$ cat config.mk
export PLATFORM = sky130hd
export DESIGN_NAME = ea_unit
export DESIGN_NICKNAME = d
export VERILOG_FILES = /design/src/rtl/ea_unit.sv
export SDC_FILE = /design/constraint.sdc
export NUM_CORES = 1
export LEC_CHECK = 0
export ABC_AREA = 1
export ABC_CLOCK_PERIOD_IN_PS = 5000
export BUFFER_PORTS_ARGS = -buffer_cell sky130_fd_sc_hd__buf_2
export CAP_MARGIN = 0
export CORE_MARGIN = 2
export CORE_UTILIZATION = 51
export DETAILED_ROUTE_END_ITERATION = 10
export PLACE_DENSITY = 0.9
export SLEW_MARGIN = 10
export SYNTH_ARGS = -nofsm -noshare
export SYNTH_HDL_FRONTEND = slang
export SYNTH_SLANG_ARGS = --single-unit
$ cat constraint.sdc
create_clock -name vclk -period 5
set_clock_uncertainty 0.1 [all_clocks]
set_input_delay 0.5 -clock vclk [all_inputs]
set_output_delay 0.5 -clock vclk [all_outputs]
set_load 0.02 [all_outputs]
$ cat src/rtl/ea_unit.sv
module ea_unit #(
  parameter int DATA_W  = 16,
  parameter int IR_W    = 11,
  parameter int SHORT_W = 6,
  parameter int MID_W   = 9,
  parameter int VEC_W   = 8
) (
  input  logic [IR_W-1:0]   ir,
  input  logic [DATA_W-1:0] ra,
  input  logic [DATA_W-1:0] pc,
  input  logic              sel_base,
  input  logic [1:0]        sel_off,
  input  logic              sel_mar,
  output logic [DATA_W-1:0] ea_out,
  output logic [DATA_W-1:0] addr_out
);

  logic [DATA_W-1:0] base, off_short, off_mid, off_long, offset, vec_zx;

  assign base      = sel_base ? ra : pc;
  assign off_short = {{(DATA_W-SHORT_W){ir[SHORT_W-1]}}, ir[SHORT_W-1:0]};
  assign off_mid   = {{(DATA_W-MID_W){ir[MID_W-1]}}, ir[MID_W-1:0]};
  assign off_long  = {{(DATA_W-IR_W){ir[IR_W-1]}}, ir};
  assign vec_zx    = {{(DATA_W-VEC_W){1'b0}}, ir[VEC_W-1:0]};

  always_comb begin
    unique case (sel_off)
      2'b00:   offset = '0;
      2'b01:   offset = off_short;
      2'b10:   offset = off_mid;
      default: offset = off_long;
    endcase
  end

  assign ea_out   = base + offset;
  assign addr_out = sel_mar ? ea_out : vec_zx;

endmodule

Word level (Yosys, flattened, before mapping)
Index checks and enable logic that the tools add are counted.
{ "classes": {"reduce_logical": 1, "mux": 3, "eq_ne": 2, "addsub": 1} }
{ "ops": {"columns": ["operator", "count"], "rows": [
  ["one-hot mux 16 bit (3 select lines)", 1],
  ["two-way mux 16 bit", 2],
  ["adder 16 bit", 1],
  ["== test 2 x 1 -> 1 bit, second input constant", 1],
  ["== test 2 bit, second input constant", 1],
  ["logical NOT 2 bit", 1]
]} }
{ "totals": {"output_inout_bits": 32, "register_bits": 0, "elab_cells": 7} }

Longest topological paths before layout
Gate-level depths: netlist of run 1.
{ "logic_depth": {"ltp_word": 4, "mapped_depth": 15} }

Least setup slack after synthesis of run 1
OpenSTA, ideal clock, no wires.
{ "synth_timing": {"path_kind": "input-to-output", "startpoint": "input sel_base", "endpoint": "output addr_out[4]", "path_buffers": 2, "arrival_time_ns": 2.719, "t_required_ns": 4.400, "stages": 10, "slack_ns": 1.681, "path_cell_list": "buf_2 > buf_2 > mux2_2 > ha_1 > fa_1 > nand2_1 > a21oi_2 > xor2_1 > nand2_1 > o21ai_0"} }
{ "synth_between": {"elab_chain_len": 3} }
{ "synth_rtl": {"columns": ["element", "line_no", "source"], "rows": [
  ["from (decl)", "11", "input logic sel_base,"],
  ["two-way mux 16 bit", "20", "assign base = sel_base ? ra : pc;"],
  ["adder 16 bit", "35", "assign ea_out = base + offset;"],
  ["net ea_out[4]", "14", "output logic [DATA_W-1:0] ea_out,"],
  ["two-way mux 16 bit", "36", "assign addr_out = sel_mar ? ea_out : vec_zx;"],
  ["to (decl)", "15", "output logic [DATA_W-1:0] addr_out"]
]} }
The timed path passes the listed nets, and every way through them passes these cells.

Worst setup path in the final report of run 1
{ "layout_timing": {"startpoint": "input sel_base", "endpoint": "output addr_out[6]"} }
{ "layout_between": {"elab_chain_len": 3} }
{ "layout_rtl": {"columns": ["element", "line_no"], "rows": [
  ["two-way mux 16 bit", "20"],
  ["adder 16 bit", "35"],
  ["two-way mux 16 bit", "36"]
]} }
No other way between the ends.

==> results.sh, run 1 <==
export IMPL_status="completed"
export IMPL_drt_initial_drc_count=48
export IMPL_synth_adder_area_share=0.1470
export IMPL_required_ns=4.40
export IMPL_vias=1769
export IMPL_worstMarginPinSlew_ns=0.4114
export IMPL_numSequentialCells=0
export IMPL_wl_um=3441
export IMPL_syn_nets=324
export IMPL_synthMuxAreaShare=0.1196
export IMPL_hold_class="in -> out"
export IMPL_grt_pass1_vias=1436
export IMPL_dieArea_um2=3207
export IMPL_grt_max_degree=18
export IMPL_die_w_um=56.63
export IMPL_overflow=0
export IMPL_drtAntennaViolNets=0
export IMPL_critPathKind="in -> out"
export IMPL_avgRoutedWirePerCell_um=9.351
export IMPL_slew_headroom=0.7247
export IMPL_dp_hpwl_um=3038
export IMPL_drtPass1Iterations=4
export IMPL_drc=0
export IMPL_layout_common_cells="85 x nand2_1, 79 x buf_2, 47 x inv_1, 27 x nor2_1"
export IMPL_hold_slack_ns=1.238
export IMPL_hold_viol=0
export IMPL_max_freq_mhz=299.8
export IMPL_layout_nets=402
export IMPL_synth_cell_area_um2=1413
export IMPL_portBuffers=79
export IMPL_rsz0062_at_grt="no"
export IMPL_post_cts_buffers=0
export IMPL_gp_congestion=0.9589
export IMPL_ctsResizeCount=0
export IMPL_fin_crit_sh=0.6671
export IMPL_via_per_inst=4.807
export IMPL_cp_start_kind="input pin"
export IMPL_n_antenna_cell=0
export IMPL_maxCapViolations=0
export IMPL_grt_pass1_wl_um=5589
export IMPL_fin_setup_tns_ns=0
export IMPL_io_pins=79
export IMPL_multi_input_area_um2=1207
export IMPL_ys_seq_area_frac=0
export IMPL_regArea_um2=0
export IMPL_synth_cells=261
export IMPL_p_total_mw=0.3490
export IMPL_yosys_area_share_simple=0.4748
export IMPL_start_util=0.5259
export IMPL_synth_xor_area_frac=0.04163
export IMPL_mostFrequentLayoutCell="nand2_1"
export IMPL_fillCellCount=263
export IMPL_finalCriticalPeriod_ns=3.336
export IMPL_slew_violations=0
export IMPL_avgSynthCellArea_um2=5.412
export IMPL_worstSetupEndpointType="output port"
export IMPL_synth_compound_area_share=0.07174
export IMPL_grt_usage=0.2044
export IMPL_die_h_um=56.63
export IMPL_drive_above_1_share=0.3472
export IMPL_dp_cells=368
export IMPL_clkbuf_count=0
export IMPL_worst_path_max_fanout=17
export IMPL_antenna_found_initial=0
export IMPL_synth_cell_types=25
export IMPL_yosys_warnings=0
export IMPL_p_leak_nw=1.191
export IMPL_setup_violations=0
export IMPL_core_area_um2=2686
export IMPL_final_cells=368
export IMPL_syn_to_final_growth_pct=29.76
export IMPL_synth_top_family_by_area="simple AND/OR/NAND/NOR gates"
export IMPL_cts_hold_buf=0
export IMPL_power_density_nw_per_um2=190.4
export IMPL_ir_drop_uv=124.9
export IMPL_arrival_ns=2.74
export IMPL_std_cell_rows=19
[cells in the mapped netlist, types with 3 or more instances]
cell      instances  share of area
a21oi_1           8          0.028
and2_1            5          0.022
ha_1             15           0.13
inv_1            47           0.12
inv_2             4          0.011
mux2_2           15           0.12
nand2_1          85           0.23
nand2_2          13          0.058
nand3_1           9          0.032
nand3b_1          6          0.032
nor2_1           27          0.072
o21ai_0           7          0.025
or2_1             3          0.013
[report_power, final]
group | total [mW] | internal [mW] | switching [mW]
clock network | 0 | 0 | 0
logic | 0.349 | 0.130 | 0.219
registers | 0 | 0 | 0
total | 0.349 | 0.130 | 0.219
[per-stage QoR]
stage | utilization | setup slack (ns) | instance area, µm²
4_1_cts | 0.6823 | 1.647 | 1833
3_5_place_dp | 0.6823 | 1.656 | 1833
3_3_place_gp | 0.6823 | 1.697 | 1833
2_1_floorplan | - | 1.681 | 1413
6_report | 0.6823 | 1.664 | 1833
5_1_grt | 0.6823 | 1.500 | 1833
[critical path, cell delays in order]
cell and delay (ns):
buf_2 0.33, mux2_2 0.39, ha_1 0.21, fa_1 0.41, nand2_1 0.12, nand2_1 0.06
nand3b_1 0.08, nand2_1 0.10, or2_1 0.24, nand3_1 0.08, o21ai_1 0.06, buf_2 0.16
[cell families after synthesis]
kind of cell | Yosys count
fa+ha+maj | 16
xor+xnor | 5
mux | 15
simple gates | 152
buf+inv | 54
compound gates | 19
[area by class of cell]
class | count | area share
multi-input cells | 207 | 0.6587
repair buffers | 79 | 0.2157
inverters | 51 | 0.1044
well taps | 31 | 0.02116
[metal layers]
layer  GRT usage  share of wire
met5           0              0
met4     0.02381          0.011
met2      0.3605           0.45
met3     0.01152          0.066
met1      0.2799           0.47
[path summary, 6_finish.rpt]
path  startpoint           to  slack [ns]  cells after the start
max     sel_base  addr_out[6]        1.66                     12
min        ir[7]  addr_out[7]        1.24                      4
Note: power is estimated with default switching activity, not from simulation.
==> inputs of run 2 (changes only) <==
--- a/config.mk
+++ b/config.mk
@@ -6,13 +6,13 @@
 export NUM_CORES = 1
 export LEC_CHECK = 0
 export ABC_AREA = 1
-export ABC_CLOCK_PERIOD_IN_PS = 5000
+export ABC_CLOCK_PERIOD_IN_PS = 3000
 export BUFFER_PORTS_ARGS = -buffer_cell sky130_fd_sc_hd__buf_2
 export CAP_MARGIN = 0
 export CORE_MARGIN = 2
-export CORE_UTILIZATION = 51
+export CORE_UTILIZATION = 43
 export DETAILED_ROUTE_END_ITERATION = 10
-export PLACE_DENSITY = 0.9
+export PLACE_DENSITY = 0.81
 export SLEW_MARGIN = 10
 export SYNTH_ARGS = -nofsm -noshare
 export SYNTH_HDL_FRONTEND = slang
==> constraint.sdc (replaced) <==
create_clock -name vclk -period 3
set_clock_uncertainty 0.1 [all_clocks]
set_input_delay 0.3 -clock vclk [all_inputs]
set_output_delay 0.3 -clock vclk [all_outputs]
set_load 0.02 [all_outputs]
==> run 2 against run 1 <==
Compared with the run above:
- non-clock buffer count grew 2
- utilization decreased by 7.7 points
- combinational power is 68% higher
- highest routed layer is now met3
- count of clock-buffer cells in the layout unchanged
- power increased by 68%
- sequential cell count did not move
- via count rose by 0.23%
- cell area rose by 1.7%
==> results.sh, run 2 (synthesized netlist as in run 1, its figures left out) <==
export IMPL_regArea_um2=0
export IMPL_ir_drop_uv=155.9
export IMPL_syn_to_final_growth_pct=31.98
export IMPL_numSequentialCells=0
export IMPL_portBuffers=79
export IMPL_antenna_found_initial=0
export IMPL_cts_hold_buf=0
export IMPL_drtAntennaViolNets=0
export IMPL_dp_hpwl_um=3134
export IMPL_worstSetupEndpointType="output port"
export IMPL_cp_start_kind="input pin"
export IMPL_slew_headroom=0.7886
export IMPL_start_util=0.4589
export IMPL_via_per_inst=4.629
export IMPL_p_seq_frac=0
export IMPL_fin_area_um2=1864
export IMPL_layout_common_cells="85 x nand2_1, 79 x buf_2, 47 x inv_1, 27 x nor2_1"
export IMPL_p_clk_frac=0
export IMPL_std_cell_rows=20
export IMPL_wl_um=3587
export IMPL_worst_path_max_fanout=15
export IMPL_p_leak_nw=1.201
export IMPL_dp_slack_ns=0.2701
export IMPL_overflow=0
export IMPL_grt_pass1_wl_um=5727
export IMPL_switching_share=0.6280
export IMPL_io_pins=79
export IMPL_power_density_nw_per_um2=314.2
export IMPL_drtPass1Iterations=5
export IMPL_fin_setup_tns_ns=0
export IMPL_ctsResizeCount=0
export IMPL_die_w_um=61.32
export IMPL_rsz0062_at_grt="no"
export IMPL_post_cts_buffers=0
export IMPL_intPower_mw=0.2179
export IMPL_power_switching_mw=0.3679
export IMPL_mostFrequentLayoutCell="nand2_1"
export IMPL_hold_slack_ns=0.8328
export IMPL_clkbuf_count=0
export IMPL_fin_ws_ns=0.2923
export IMPL_hold_class="in -> out"
export IMPL_avgRoutedWirePerCell_um=9.366
export IMPL_place_area_um2=1864
export IMPL_drt_initial_drc_count=57
export IMPL_maxCapViolations=0
export IMPL_status="completed"
export IMPL_slew_violations=0
export IMPL_setup_violations=0
export IMPL_critPathKind="in -> out"
export IMPL_grt_pass1_vias=1412
export IMPL_layout_nets=404
export IMPL_holdPathStages=4
export IMPL_dieArea_um2=3760
export IMPL_grt_usage=0.1900
export IMPL_arrival_ns=2.31
export IMPL_core_area_um2=3078
export IMPL_vias=1773
export IMPL_combPwrFrac=1.000
export IMPL_n_antenna_cell=0
export IMPL_hold_viol=0
export IMPL_drc=0
export IMPL_fin_util=0.6057
export IMPL_die_h_um=61.32
export IMPL_finalCriticalPeriod_ns=2.708
export IMPL_grt_max_degree=18
export IMPL_worstMarginPinSlew_ns=0.3168
export IMPL_gp_congestion=0.8524
export IMPL_fin_crit_sh=0.9026
export IMPL_drive_above_1_share=0.3510
export IMPL_required_ns=2.60
export IMPL_max_freq_mhz=369.3
## run 2: final cells by class
class | instances | area (µm²)
inverters | 51 | 191.4
repair buffers | 81 | 410.4
fillers | 325 | 1214
well taps | 44 | 55.05
multi-input cells | 207 | 1207
## run 2: metrics by stage
stage | power, mW | std cells
after floorplan | 0.4218 | 261
after global placement | 0.5778 | 383
after detailed placement | 0.5858 | 383
after CTS | 0.5879 | 383
after global routing | 0.6547 | 383
final | 0.5858 | 383
## run 2: power by group through the flow
| stage | sequential (mW) | combinational [mW] | clock (mW) |
|---|---|---|---|
| floorplan | 0 | 0.422 | 0 |
| global placement | 0 | 0.578 | 0 |
| detailed placement | 0 | 0.586 | 0 |
| CTS | 0 | 0.588 | 0 |
| global route | 0 | 0.655 | 0 |
| finish | 0 | 0.586 | 0 |
## run 2: worst max-delay path, stage by stage
cell and delay, ns:
buf_2 0.10, buf_4 0.23, mux2_2 0.37, ha_1 0.37, nand2_1 0.12, inv_1 0.06, nand2_1 0.06, nand2_1 0.07
a21oi_1 0.19, nand2_1 0.08, nand2_1 0.06, nand2_1 0.06, nor2_1 0.07, buf_2 0.16
## run 2: routing by layer
| metal | global-route usage | vias to the layer above | routed length, µm |
|---|---|---|---|
| met5 | 0 | - | 0 |
| met4 | 0 | 0 | 0 |
| met3 | 0.008403 | 0 | 288 |
| li1 | - | 957 | - |
| met1 | 0.2881 | 757 | 1678 |
| met2 | 0.3161 | 59 | 1621 |
## run 2: final timing paths
kind / startpoint / to / slack, ns
max: sel_base / addr_out[13] / 0.29
min: ir[7] / addr_out[7] / 0.83
==> inputs of run 3 (changes only) <==
--- a/config.mk
+++ b/config.mk
@@ -12,7 +12,7 @@
 export CORE_MARGIN = 2
 export CORE_UTILIZATION = 43
 export DETAILED_ROUTE_END_ITERATION = 10
-export PLACE_DENSITY = 0.81
+export PLACE_DENSITY_LB_ADDON = 0.25
 export SLEW_MARGIN = 10
 export SYNTH_ARGS = -nofsm -noshare
 export SYNTH_HDL_FRONTEND = slang
==> run 3 against run 2 <==
Compared with the run above:
- utilization is the same
- global-route usage shrank 0.21 points
- cell area is the same
- critical path type unchanged
- routed wire length shrank 2.9%
- count of clock-buffer cells in the layout is the same
==> results.sh, run 3 (synthesized netlist as in run 1, its figures left out) <==
export IMPL_ctsResizeCount=0
export IMPL_wl_um=3483
export IMPL_layout_common_cells="85 x nand2_1, 79 x buf_2, 47 x inv_1, 27 x nor2_1"
export IMPL_fin_util=0.6057
export IMPL_slew_headroom=0.7993
export IMPL_final_cells=383
export IMPL_avgRoutedWirePerCell_um=9.094
export IMPL_overflow=0
export IMPL_critPathKind="in -> out"
export IMPL_hold_viol=0
export IMPL_rsz0062_at_grt="no"
export IMPL_n_antenna_cell=0
export IMPL_grt_pass1_vias=1448
export IMPL_finalCriticalPeriod_ns=2.796
export IMPL_vias=1717
export IMPL_p_leak_nw=1.201
export IMPL_drt_initial_drc_count=37
export IMPL_numSequentialCells=0
export IMPL_required_ns=2.60
export IMPL_drtPass1Iterations=4
export IMPL_std_cell_rows=20
export IMPL_antenna_found_initial=0
export IMPL_portBuffers=79
export IMPL_holdPathStages=4
export IMPL_clkbuf_count=0
export IMPL_mostFrequentLayoutCell="nand2_1"
export IMPL_maxCapViolations=0
export IMPL_cts_hold_buf=0
export IMPL_regArea_um2=0
export IMPL_hold_class="in -> out"
export IMPL_via_per_inst=4.483
export IMPL_cp_start_kind="input pin"
export IMPL_hold_path_endpoint="addr_out[7]"
export IMPL_syn_to_final_growth_pct=31.98
export IMPL_post_cts_buffers=0
export IMPL_fin_setup_tns_ns=0
export IMPL_drc=0
export IMPL_fin_crit_sh=0.9319
export IMPL_arrival_ns=2.40
export IMPL_slew_violations=0
export IMPL_max_freq_mhz=357.7
export IMPL_ir_drop_uv=163.8
export IMPL_setup_violations=0
export IMPL_dp_slack_ns=0.2013
export IMPL_io_pins=79
export IMPL_dieArea_um2=3760
export IMPL_dp_cells=383
export IMPL_fin_ws_ns=0.2043
export IMPL_worst_path_max_fanout=10
export IMPL_drive_above_1_share=0.3510
export IMPL_dp_hpwl_um=3100
export IMPL_drtAntennaViolNets=0
export IMPL_power_density_nw_per_um2=312.7
export IMPL_die_h_um=61.32
export IMPL_min_delay_start="ir[7]"
export IMPL_grt_usage=0.1879
export IMPL_p_total_mw=0.5830
export IMPL_grt_pass1_wl_um=5685
export IMPL_start_util=0.4589
export IMPL_worstSetupEndpointType="output port"
export IMPL_gp_congestion=0.8520
export IMPL_worstMarginPinSlew_ns=0.3007
export IMPL_layout_nets=404
export IMPL_die_w_um=61.32
export IMPL_grt_max_degree=18
export IMPL_status="completed"
export IMPL_core_area_um2=3078
run 3: power by group:
part | leakage (nW) | internal (mW) | switching [mW]
Clock | 0 | 0 | 0
Combinational | 1.20 | 0.218 | 0.365
Sequential | 0 | 0 | 0
Total | 1.20 | 0.218 | 0.365
run 3: cell type report:
type / count / area (µm²)
inverters: 51 / 191.4
fillers: 353 / 1214
well taps: 44 / 55.05
multi-input cells: 207 / 1207
repair buffers: 81 / 410.4
run 3: stage by stage:
step	hold slack (ns)	cell area (µm²)
floorplan	0.6746	1413
global placement	0.8370	1864
detailed placement	0.8337	1864
CTS	0.8347	1864
global route	0.8802	1864
finish	0.8339	1864
run 3: how the worst max path moves through the flow:
stage	slack [ns]	start	cells after the start	endpoint
6_report	0.20	sel_base	11	ea_out[6]
4_1_cts	0.20	sel_base	11	ea_out[6]
5_1_grt	0.02	sel_base	12	addr_out[13]
2_1_floorplan	0.08	sel_base	10	addr_out[4]
3_3_place_gp	0.25	sel_base	11	ea_out[6]
3_5_place_dp	0.20	sel_base	11	ea_out[6]
run 3: critical path, stage by stage:
cell      delay [ns]
buf_2           0.19
mux2_2          0.36
ha_1            0.21
fa_1            0.41
nand2_1         0.13
nand2_1         0.06
nand3b_1        0.08
nand2_1         0.12
or2_1           0.24
and2_1          0.13
buf_2           0.15
run 3: per-layer routing:
metal / global-route usage / part of all wire / vias up
met1: 0.2557 / 0.50 / 712
met2: 0.3495 / 0.44 / 47
li1: - / - / 956
met3: 0 / 0.058 / 2
met5: 0 / 0 / -
met4: 0.009317 / 0.0052 / 0
